$ cat config.mk
export PLATFORM = sky130hd
export DESIGN_NAME = spi_desc_dma
export DESIGN_NICKNAME = d
export VERILOG_FILES = /design/src/rtl/spi_desc_dma.sv
export SDC_FILE = /design/constraint.sdc
export NUM_CORES = 1
export LEC_CHECK = 0
export CAP_MARGIN = 5
export CORE_MARGIN = 2
export CORE_UTILIZATION = 40
export DETAILED_ROUTE_END_ITERATION = 12
export GPL_ROUTABILITY_DRIVEN = 0
export PLACE_DENSITY = 0.64
export SLEW_MARGIN = 25
export SYNTH_ARGS = -nofsm -noshare
export SYNTH_HDL_FRONTEND = slang
export SYNTH_SLANG_ARGS = --single-unit
$ cat constraint.sdc
create_clock -name clk -period 4.4 [get_ports clk]
set_input_delay 0.88 -clock clk [delete_from_list [all_inputs] [get_ports clk]]
set_output_delay 0.88 -clock clk [all_outputs]
set_load 0.01 [all_outputs]
$ cat src/rtl/spi_desc_dma.sv
module spi_desc_dma #(
  parameter int AW = 32,
  parameter int MAXLEN = 256,
  localparam int LW = $clog2(MAXLEN + 1)
) (
  input  logic          clk,
  input  logic          rst_n,
  input  logic          dma_en,
  input  logic          poll_en,
  input  logic          go,
  input  logic [AW-1:0] base_addr,
  output logic          busy,
  output logic          mem_req,
  output logic          mem_we,
  output logic [AW-1:0] mem_addr,
  output logic [31:0]   mem_wdata,
  input  logic          mem_ack,
  input  logic [31:0]   mem_rdata,
  output logic          cmd_valid,
  input  logic          cmd_ready,
  output logic [LW-1:0] cmd_len,
  output logic          cmd_rx,
  output logic [1:0]    cmd_lanes,
  output logic          cmd_lsb_first,
  output logic          cmd_ddr,
  output logic [1:0]    cmd_dev,
  output logic          cmd_cs_release,
  output logic          cmd_last,
  output logic          cmd_status_poll,
  output logic          tx_valid,
  input  logic          tx_ready,
  output logic [7:0]    tx_data,
  input  logic          rx_valid,
  output logic          rx_ready,
  input  logic [7:0]    rx_data,
  output logic          ev_bd_done,
  output logic          ev_pkt_done,
  output logic          ev_err
);

  localparam int OWN_BIT = 31;

  typedef enum logic [3:0] {
    S_IDLE, S_RCTL, S_RADR, S_RNXT, S_CMD,
    S_TLD, S_TOUT, S_RIN, S_RST, S_WCTL, S_WSTA
  } state_t;

  state_t        st;
  logic [AW-1:0] ptr, bufa, nxt;
  logic [31:0]   ctl, wb;
  logic [LW-1:0] len, cnt, cnt_n, di, len_in;
  logic [1:0]    lane;
  logic [AW-1:0] daddr;
  logic          last_byte, stop;

  assign cnt_n     = cnt + LW'(1);
  assign last_byte = (cnt_n == len);
  assign lane      = cnt[1:0];
  assign di        = (st == S_RST) ? cnt - LW'(1) : cnt;
  assign daddr     = bufa + (AW'(di) & ~AW'(3));
  assign len_in    = (mem_rdata[8:0] > 9'(MAXLEN)) ? LW'(MAXLEN) : LW'(mem_rdata[8:0]);
  assign stop      = ctl[19] || (nxt == '0);

  assign busy     = (st != S_IDLE);
  assign mem_req  = st inside {S_RCTL, S_RADR, S_RNXT, S_TLD, S_RST, S_WCTL, S_WSTA};
  assign mem_we   = st inside {S_RST, S_WCTL, S_WSTA};

  always_comb begin
    case (st)
      S_RADR:        mem_addr = ptr + AW'(8);
      S_RNXT:        mem_addr = ptr + AW'(12);
      S_WSTA:        mem_addr = ptr + AW'(4);
      S_TLD, S_RST:  mem_addr = daddr;
      default:       mem_addr = ptr;
    endcase
    case (st)
      S_WCTL:  mem_wdata = ctl & ~(32'd1 << OWN_BIT);
      S_WSTA:  mem_wdata = 32'(cnt);
      S_RST:   mem_wdata = wb;
      default: mem_wdata = '0;
    endcase
  end

  assign cmd_valid       = (st == S_CMD);
  assign cmd_len         = len;
  assign cmd_rx          = ctl[20];
  assign cmd_ddr         = ctl[21];
  assign cmd_lanes       = ctl[23] ? 2'd2 : (ctl[22] ? 2'd1 : 2'd0);
  assign cmd_lsb_first   = ctl[25];
  assign cmd_status_poll = ctl[27];
  assign cmd_dev         = ctl[29:28];
  assign cmd_cs_release  = ctl[30];
  assign cmd_last        = ctl[18];

  assign tx_valid = (st == S_TOUT);
  assign tx_data  = wb[{lane, 3'b000} +: 8];
  assign rx_ready = (st == S_RIN);

  always_ff @(posedge clk) begin
    if (!rst_n) begin
      st <= S_IDLE;
      ptr <= '0; bufa <= '0; nxt <= '0;
      ctl <= '0; wb <= '0; len <= '0; cnt <= '0;
      ev_bd_done <= 1'b0; ev_pkt_done <= 1'b0; ev_err <= 1'b0;
    end else begin
      ev_bd_done <= 1'b0;
      ev_pkt_done <= 1'b0;
      ev_err <= 1'b0;
      case (st)
        S_IDLE: if (go && dma_en) begin
          ptr <= base_addr;
          st  <= S_RCTL;
        end
        S_RCTL: if (mem_ack) begin
          if (!dma_en) st <= S_IDLE;
          else if (!mem_rdata[OWN_BIT]) begin
            if (!poll_en) begin
              ev_err <= 1'b1;
              st <= S_IDLE;
            end
          end else begin
            ctl <= mem_rdata;
            len <= len_in;
            st  <= S_RADR;
          end
        end
        S_RADR: if (mem_ack) begin
          bufa <= mem_rdata[AW-1:0];
          st <= dma_en ? S_RNXT : S_IDLE;
        end
        S_RNXT: if (mem_ack) begin
          nxt <= mem_rdata[AW-1:0];
          st <= dma_en ? S_CMD : S_IDLE;
        end
        S_CMD: if (cmd_ready) begin
          cnt <= '0;
          if (!dma_en)        st <= S_IDLE;
          else if (len == '0) st <= S_WCTL;
          else if (ctl[20])   st <= S_RIN;
          else                st <= S_TLD;
        end
        S_TLD: if (mem_ack) begin
          wb <= mem_rdata;
          st <= dma_en ? S_TOUT : S_IDLE;
        end
        S_TOUT: if (tx_ready) begin
          cnt <= cnt_n;
          if (!dma_en)              st <= S_IDLE;
          else if (last_byte)       st <= S_WCTL;
          else if (cnt_n[1:0] == 0) st <= S_TLD;
        end
        S_RIN: begin
          if (rx_valid) begin
            wb  <= (lane == 2'd0) ? {24'd0, rx_data}
                                  : wb | (32'(rx_data) << {lane, 3'b000});
            cnt <= cnt_n;
            if (!dma_en)                                st <= S_IDLE;
            else if (last_byte || cnt_n[1:0] == 2'd0)   st <= S_RST;
          end else if (!dma_en) begin
            st <= S_IDLE;
          end
        end
        S_RST: if (mem_ack) begin
          if (!dma_en)         st <= S_IDLE;
          else if (cnt == len) st <= S_WCTL;
          else                 st <= S_RIN;
        end
        S_WCTL: if (mem_ack) st <= dma_en ? S_WSTA : S_IDLE;
        S_WSTA: if (mem_ack) begin
          ev_bd_done  <= ctl[16];
          ev_pkt_done <= ctl[17] && stop;
          if (!dma_en || stop) st <= S_IDLE;
          else begin
            ptr <= nxt;
            st  <= S_RCTL;
          end
        end
        default: st <= S_IDLE;
      endcase
    end
  end

  a_r1_mem_hold: assert property (@(posedge clk) disable iff (!rst_n)
    mem_req && !mem_ack |=> mem_req && $stable(mem_addr) && $stable(mem_we) && $stable(mem_wdata));
  a_r2_err_after_read: assert property (@(posedge clk) disable iff (!rst_n)
    ev_err |-> $past(mem_ack && !mem_we) && !busy);
  a_r4_cmd_hold: assert property (@(posedge clk) disable iff (!rst_n)
    cmd_valid && !cmd_ready |=> cmd_valid && $stable(cmd_len) && $stable(cmd_lanes) && $stable(cmd_rx));
  a_r4_len_cap: assert property (@(posedge clk) disable iff (!rst_n)
    cmd_valid |-> cmd_len <= LW'(MAXLEN));
  a_r5_tx_hold: assert property (@(posedge clk) disable iff (!rst_n)
    tx_valid && !tx_ready |=> tx_valid && $stable(tx_data));
  a_r8_bd_after_wb: assert property (@(posedge clk) disable iff (!rst_n)
    ev_bd_done |-> $past(mem_ack && mem_we));
  a_r9_pkt_idle: assert property (@(posedge clk) disable iff (!rst_n)
    ev_pkt_done |-> !busy);

endmodule

==> results of run 1 <==
-- metal layers --
| metal | GRT usage (%) | wire [µm] |
|---|---|---|
| met3 | 4.30 | 3590 |
| met5 | 0 | 0 |
| met4 | 7.27 | 911 |
| met1 | 39.0 | 18200 |
| met2 | 41.8 | 18200 |
-- power groups by stage --
stage | Clock, µW | Combinational [µW] | Sequential [µW]
CTS | 1620 | 2610 | 2170
global placement | 0 | 2620 | 2200
global route | 1690 | 2860 | 2220
detailed placement | 0 | 2650 | 2210
finish | 1610 | 2640 | 2190
floorplan | 0 | 1680 | 2090
-- cells in the final DEF (no fill, tap or decap), types with 29 or more instances in the layout --
cell,n
dfxtp_1,183
o21ai_0,49
o211a_1,37
a21boi_0,106
a22oi_1,29
and2_1,34
buf_4,55
a21oi_1,31
clkdlybuf4s50_1,154
nor2_1,69
mux2i_1,64
nand2_1,348
-- cell families after synthesis --
kind of cell               Yosys count  synth area share [%]
buffers and inverters              136                  5.05
xor gates and xnor gates            52                  4.01
muxes                               74                  7.43
AOI/OAI and AO/OA                  370                  23.5
and+or+nand+nor                    632                  25.8
DFF                                184                  32.5
adders and majority gates           15                  1.79
-- layout make-up --
class	count	area (µm²)
clock inverter	14	184
clock buffer	18	429
inverter	25	93.8
multi-input combinational	1143	7260
fill	2691	13500
sequential	184	3680
timing repair buffer	239	2210
tap	378	473
-- registers in the layout, indices dropped and copies added (netlist names) --
signal / flops
cnt: 9
wb: 32
ctl: 31
st: 4
cmd_len: 9
bufa: 32
ptr: 32
ev_err: 1
ev_bd_done: 1
ev_pkt_done: 1
nxt: 32
-- timing repair --
item | 4_1_cts | 5_1_grt
buffers inserted | 10 | 2
pin swaps | 6 | 13
setup endpoints to repair | 26 | 26
resized for setup | 37 | 58
-- critical path: cells and delay by family (launching register included) --
kind / cells / cell delay [ns]
adders and majority gates: 2 / 0.56
xor gates and xnor gates: 2 / 0.26
DFF: 1 / 0.34
AOI/OAI and AO/OA: 5 / 0.88
buffers and inverters: 3 / 0.49
and+or+nand+nor: 5 / 0.53
-- worst paths after layout --
check               start            to  slack [ns]  depth (start not counted)
setup / recovery    st[0]  mem_addr[12]        0.04                         17
hold / removal    ctl[11]       ctl[11]        0.47                          2
setup reg to reg    st[2]        ptr[5]        1.25                         11
hold reg to reg   ctl[11]       ctl[11]        0.47                          2
-- through the flow --
| stage | instances | util, % |
|---|---|---|
| 4_1_cts | 1999 | 51.2 |
| 3_5_place_dp | 1957 | 48.6 |
| 6_report | 2001 | 51.5 |
| 5_1_grt | 2001 | 51.5 |
| 3_3_place_gp | 1957 | 48.6 |
| 2_1_floorplan | 1463 | - |
==> impl_metrics.csv, run 1 <==
group,metric,value,unit
status,status,"complete, no violations",
floorplan,die_h,172,µm
cts,tritoncts,"yes",
logic_synthesis,synth-edff-count,0,
logic_synthesis,synth_top_area_cell,"dfxtp_1",
layout,layout-drive-gt1-share,11.2,%
worst_setup_path,cp.required,3.52,ns
worst_setup_path,max_stage_delay,0.35,ns
worst_setup_path,crit_type,"reg2out",
logic_synthesis,yosysWarnings,0,
place,post-place-ws,-0.240,ns
timing,setup_tns,0,ns
cts,cts.sink_count,184,
floorplan,io_pins,181,
floorplan,coreArea,27900,µm²
routing,drc,0,
worst_setup_path,start_kind,"flip-flop",
worst_setup_path,cp-end-kind,"output port",
timing,fmax,229,MHz
cts,h-tree-depth,4,
routing,drt_iter0_markers,1432,
worst_setup_path,crit_chain,"nor2_4, nand2_2, nor2_4, nand2_2, xnor2_1, ha_1, fa_2, a21o_1, a21oi_2, o21ai_2, a21oi_2, buf_4, buf_4, nor3b_1, xnor2_1, o21ai_0, clkdlybuf4s15_2",
pwr,swShare,40.3,%
global_route,grt_max_degree,107,
pwr,p_clk_share,25.1,%
global_route,gr-total-overflow,0,
routing,avgRoutedWirePerCell,20.4,µm
logic_synthesis,synthCells,1463,
pwr,power_density,450,nW/µm²
floorplan,die_area,29700,µm²
floorplan,rows,61,
logic_synthesis,synthTopCellsByArea,"dfxtp_1 (32%), nand2_1 (12%), a21boi_0 (7.0%)",
timing,hold_viol,0,
routing,wl,40900,µm
floorplan,die_w,172,µm
pwr,p_leak,0.00524,µW
layout,diodes,0,
layout,syn2layout_area_growth,26.3,%
cts,cts_root_buf,"clkbuf_16",
floorplan,start_util,40.7,%
timing,period_share,99.1,%
timing,fin_ws,0.0404,ns
pwr,irDropWorstVdd,0.275,mV
routing,via_per_inst,5.76,
pwr,seqPwrFrac,34.0,%
cts,clockBufferDepth,2,
layout,nets,1706,
pwr,p_sw,2600,µW
worst_setup_path,worst-path-max-fanout,4,
pwr,p_int,3850,µW
place,placedInstanceArea,13500,µm²
cts,cts_hold_buf,0,
timing,fin_crit,4.36,ns
pwr,power.total,6440,µW
place,port_buffers,180,
global_route,grtUsageTotal,27.1,%
timing,fin_hold_ws,0.468,ns
logic_synthesis,syn_area,11400,µm²
timing,slew_viol_final,0,
timing,timing.slew.headroom,29.3,%
routing,dr_total_vias,11500,
global_route,grt_antenna_before_repair,0,
cts,clk_pin_slew_worst_paths,0.08,ns
logic_synthesis,synth_flop_cell,"dfxtp_1",
logic_synthesis,synthTopCellsByCount,"nand2_1 (352), dfxtp_1 (184), a21boi_0 (106), nor2_1 (76)",
timing,rsz0062_at_grt,"yes",
place,dp_hpwl,29700,µm
cts,clkLatencyLatePin,0.44,ns
routing,drtPass1Iterations,6,
logic_synthesis,async_flop_share,0,%
global_route,grt_pass1_vias,10600,
timing,setup-violations-final,0,
pwr,power_frac_comb,41.0,%
routing,ant_nets,0,
cts,cts_made_buffers,17,
timing,skew,0.0140,ns
run,drv_cap,0,
logic_synthesis,yosysMostFrequentCell,"nand2_1",
logic_synthesis,yosysSeqAreaShare,32.5,%
logic_synthesis,synth_nets,1559,
logic_synthesis,synth_top_area_share,32.5,%
worst_setup_path,arrival,3.48,ns
layout,final_cell_area,14300,µm²
logic_synthesis,syn_area_per_cell,7.76,µm²
min_path,hp-class,"reg2reg",
timing,worstMarginPinSlew,1.06,ns
global_route,grt_pass1_wl,61600,µm
logic_synthesis,synth_seq_cells,184,
worst_setup_path,critPathSlowestCell,"fa_2",
logic_synthesis,ys_types,73,
(Power assumes the default switching activity.)
==> run 2, diff against run 1 <==
--- a/config.mk
+++ b/config.mk
@@ -6,7 +6,8 @@
 export NUM_CORES = 1
 export LEC_CHECK = 0
 export CAP_MARGIN = 5
-export CORE_MARGIN = 2
+export CORE_ASPECT_RATIO = 0.7
+export CORE_MARGIN = 5
 export CORE_UTILIZATION = 40
 export DETAILED_ROUTE_END_ITERATION = 12
 export GPL_ROUTABILITY_DRIVEN = 0
==> run 2 against run 1 <==
Net effect:
- sequential power barely moved
- register-to-register slack got worse by 0.04 ns
- die area rose by 7.3%
- critical endpoint is now mem_addr[24]
- critical path depth fell by 3
- combinational power barely moved
- core utilization barely moved
- global-route usage fell by 1.1 points
- sequential share of layout area barely moved
- final cell count fell by 0.40%
- clock power rose by 4%
- clock skew fell by 0.0035 ns
==> impl_metrics.csv, run 2 (same netlist as run 1, synthesis figures left out) <==
group,metric,value,unit
status,status,"complete, no violations",
global_route,grtUsageTotal,25.9,%
global_route,gr-total-overflow,0,
timing,slew_viol_final,0,
cts,clkLatencyLatePin,0.45,ns
cts,cts_made_buffers,17,
place,port_buffers,180,
timing,rsz0062_at_grt,"yes",
layout,final_cell_mix,"nand2_1 (348), dfxtp_1 (183), clkdlybuf4s50_1 (153)",
pwr,power_density,455,nW/µm²
timing,setup-violations-final,0,
cts,tritoncts,"yes",
pwr,p_leak,0.00523,µW
timing,fin_hold_ws,0.464,ns
min_path,hold_depth,2,
worst_setup_path,cp.required,3.52,ns
timing,worstMarginPinSlew,0.904,ns
cts,h-tree-depth,4,
worst_setup_path,worst-path-max-fanout,22,
cts,clk_pin_slew_worst_paths,0.07,ns
floorplan,die_area,31900,µm²
global_route,grt_antenna_before_repair,1,
routing,drt_iter0_markers,1194,
pwr,power.total,6530,µW
place,dp_hpwl,31300,µm
routing,drtPass1Iterations,8,
timing,period_share,99.1,%
worst_setup_path,start_kind,"flip-flop",
layout,syn2layout_area_growth,26.4,%
worst_setup_path,crit_type,"reg2out",
layout,diodes,0,
routing,drc,0,
timing,setup_tns,0,ns
global_route,grt_pass1_wl,64400,µm
timing,skew,0.0105,ns
timing,timing.slew.headroom,39.6,%
layout,nets,1705,
routing,dr_total_vias,11600,
min_path,hp-class,"reg2reg",
min_path,holdPathEnd,"ev_bd_done",
worst_setup_path,arrival,3.48,ns
layout,final_common_cell,"nand2_1",
cts,cts_hold_buf,0,
floorplan,coreArea,27900,µm²
global_route,grt_pass1_vias,11000,
timing,hold_viol,0,
routing,ant_nets,0,
min_path,min_from,"ctl[16]",
routing,via_per_inst,5.82,
worst_setup_path,r2r-start,"st[2]",
timing,fmax,229,MHz
floorplan,die_h,151,µm
worst_setup_path,r2r_cells,11,
layout,final_util,51.4,%
floorplan,io_pins,181,
timing,fin_crit,4.36,ns
layout,layout-drive-gt1-share,10.8,%
floorplan,die_w,211,µm
routing,avgRoutedWirePerCell,21.2,µm
cts,cts_root_buf,"clkbuf_16",
pwr,irDropWorstVdd,0.312,mV
layout,nFillCells,2680,
floorplan,start_util,40.7,%
routing,wl,42300,µm
cts,cts.sink_count,184,
worst_setup_path,cp-end-kind,"output port",
worst_setup_path,regToRegSetupSlack,1.21,ns
worst_setup_path,r2r_end,"ptr[28]",
global_route,grt_max_degree,99,
floorplan,rows,51,
run,drv_cap,0,
cts,clockBufferDepth,2,
==> run 2: layout make-up <==
type,count,area (µm²),share of cell area [%]
clock buffers,20,467,3.25
clock inverters,12,161,1.13
inverters,25,93.8,0.654
multi-input cells,1143,7240,50.5
flip-flops and latches,184,3680,25.7
well taps,371,464,3.24
repair buffers,238,2230,15.5
==> run 2: metal layers <==
metal | global-route usage [%] | routed length (µm)
met1 | 36.2 | 18800
met2 | 39.9 | 18400
met3 | 6.17 | 3860
met4 | 8.24 | 1240
met5 | 0 | 13
==> run 2: how the worst max path moves through the flow <==
stage / start / to / slack, ns / cells after the start
6_report: st[2] / mem_addr[24] / 0.04 / 14
3_3_place_gp: st[2] / mem_addr[31] / -0.17 / 15
2_1_floorplan: cnt[1] / mem_addr[31] / 0.34 / 14
3_5_place_dp: st[2] / mem_addr[28] / -0.28 / 15
4_1_cts: st[2] / mem_addr[17] / -0.02 / 17
5_1_grt: st[2] / mem_addr[12] / -0.11 / 17
==> run 2: worst max-delay path, cell delays in order, from the launching register on <==
cell	delay [ns]
dfxtp_1	0.42
buf_6	0.22
nor3_4	0.07
nand2_4	0.07
buf_4	0.18
inv_2	0.06
fa_1	0.47
nor4_2	0.33
buf_4	0.20
o22ai_1	0.11
nor2_2	0.30
o21ai_0	0.13
nand2_1	0.11
o221ai_1	0.10
clkdlybuf4s15_1	0.25
==> run 2: timing repair <==
action / in CTS / in global routing
cloned: 0 / 0
resized for setup: 51 / 45
setup endpoints to repair: 26 / 26
pin swaps: 9 / 13
buffers inserted: 6 / 4
==> run 2: power by group <==
part	total (µW)	switching, µW	internal [µW]
Clock	1670	720	950
Combinational	2650	1560	1100
Sequential	2200	319	1880
==> run 2: through the flow <==
| step | cells | worst slack, ns | instance area [µm²] |
|---|---|---|---|
| after floorplan | 1463 | 0.339 | 11400 |
| after global placement | 1950 | -0.173 | 13500 |
| after detailed placement | 1951 | -0.278 | 13600 |
| after CTS | 1989 | -0.0194 | 14300 |
| after global routing | 1993 | -0.113 | 14300 |
| final | 1993 | 0.0382 | 14300 |
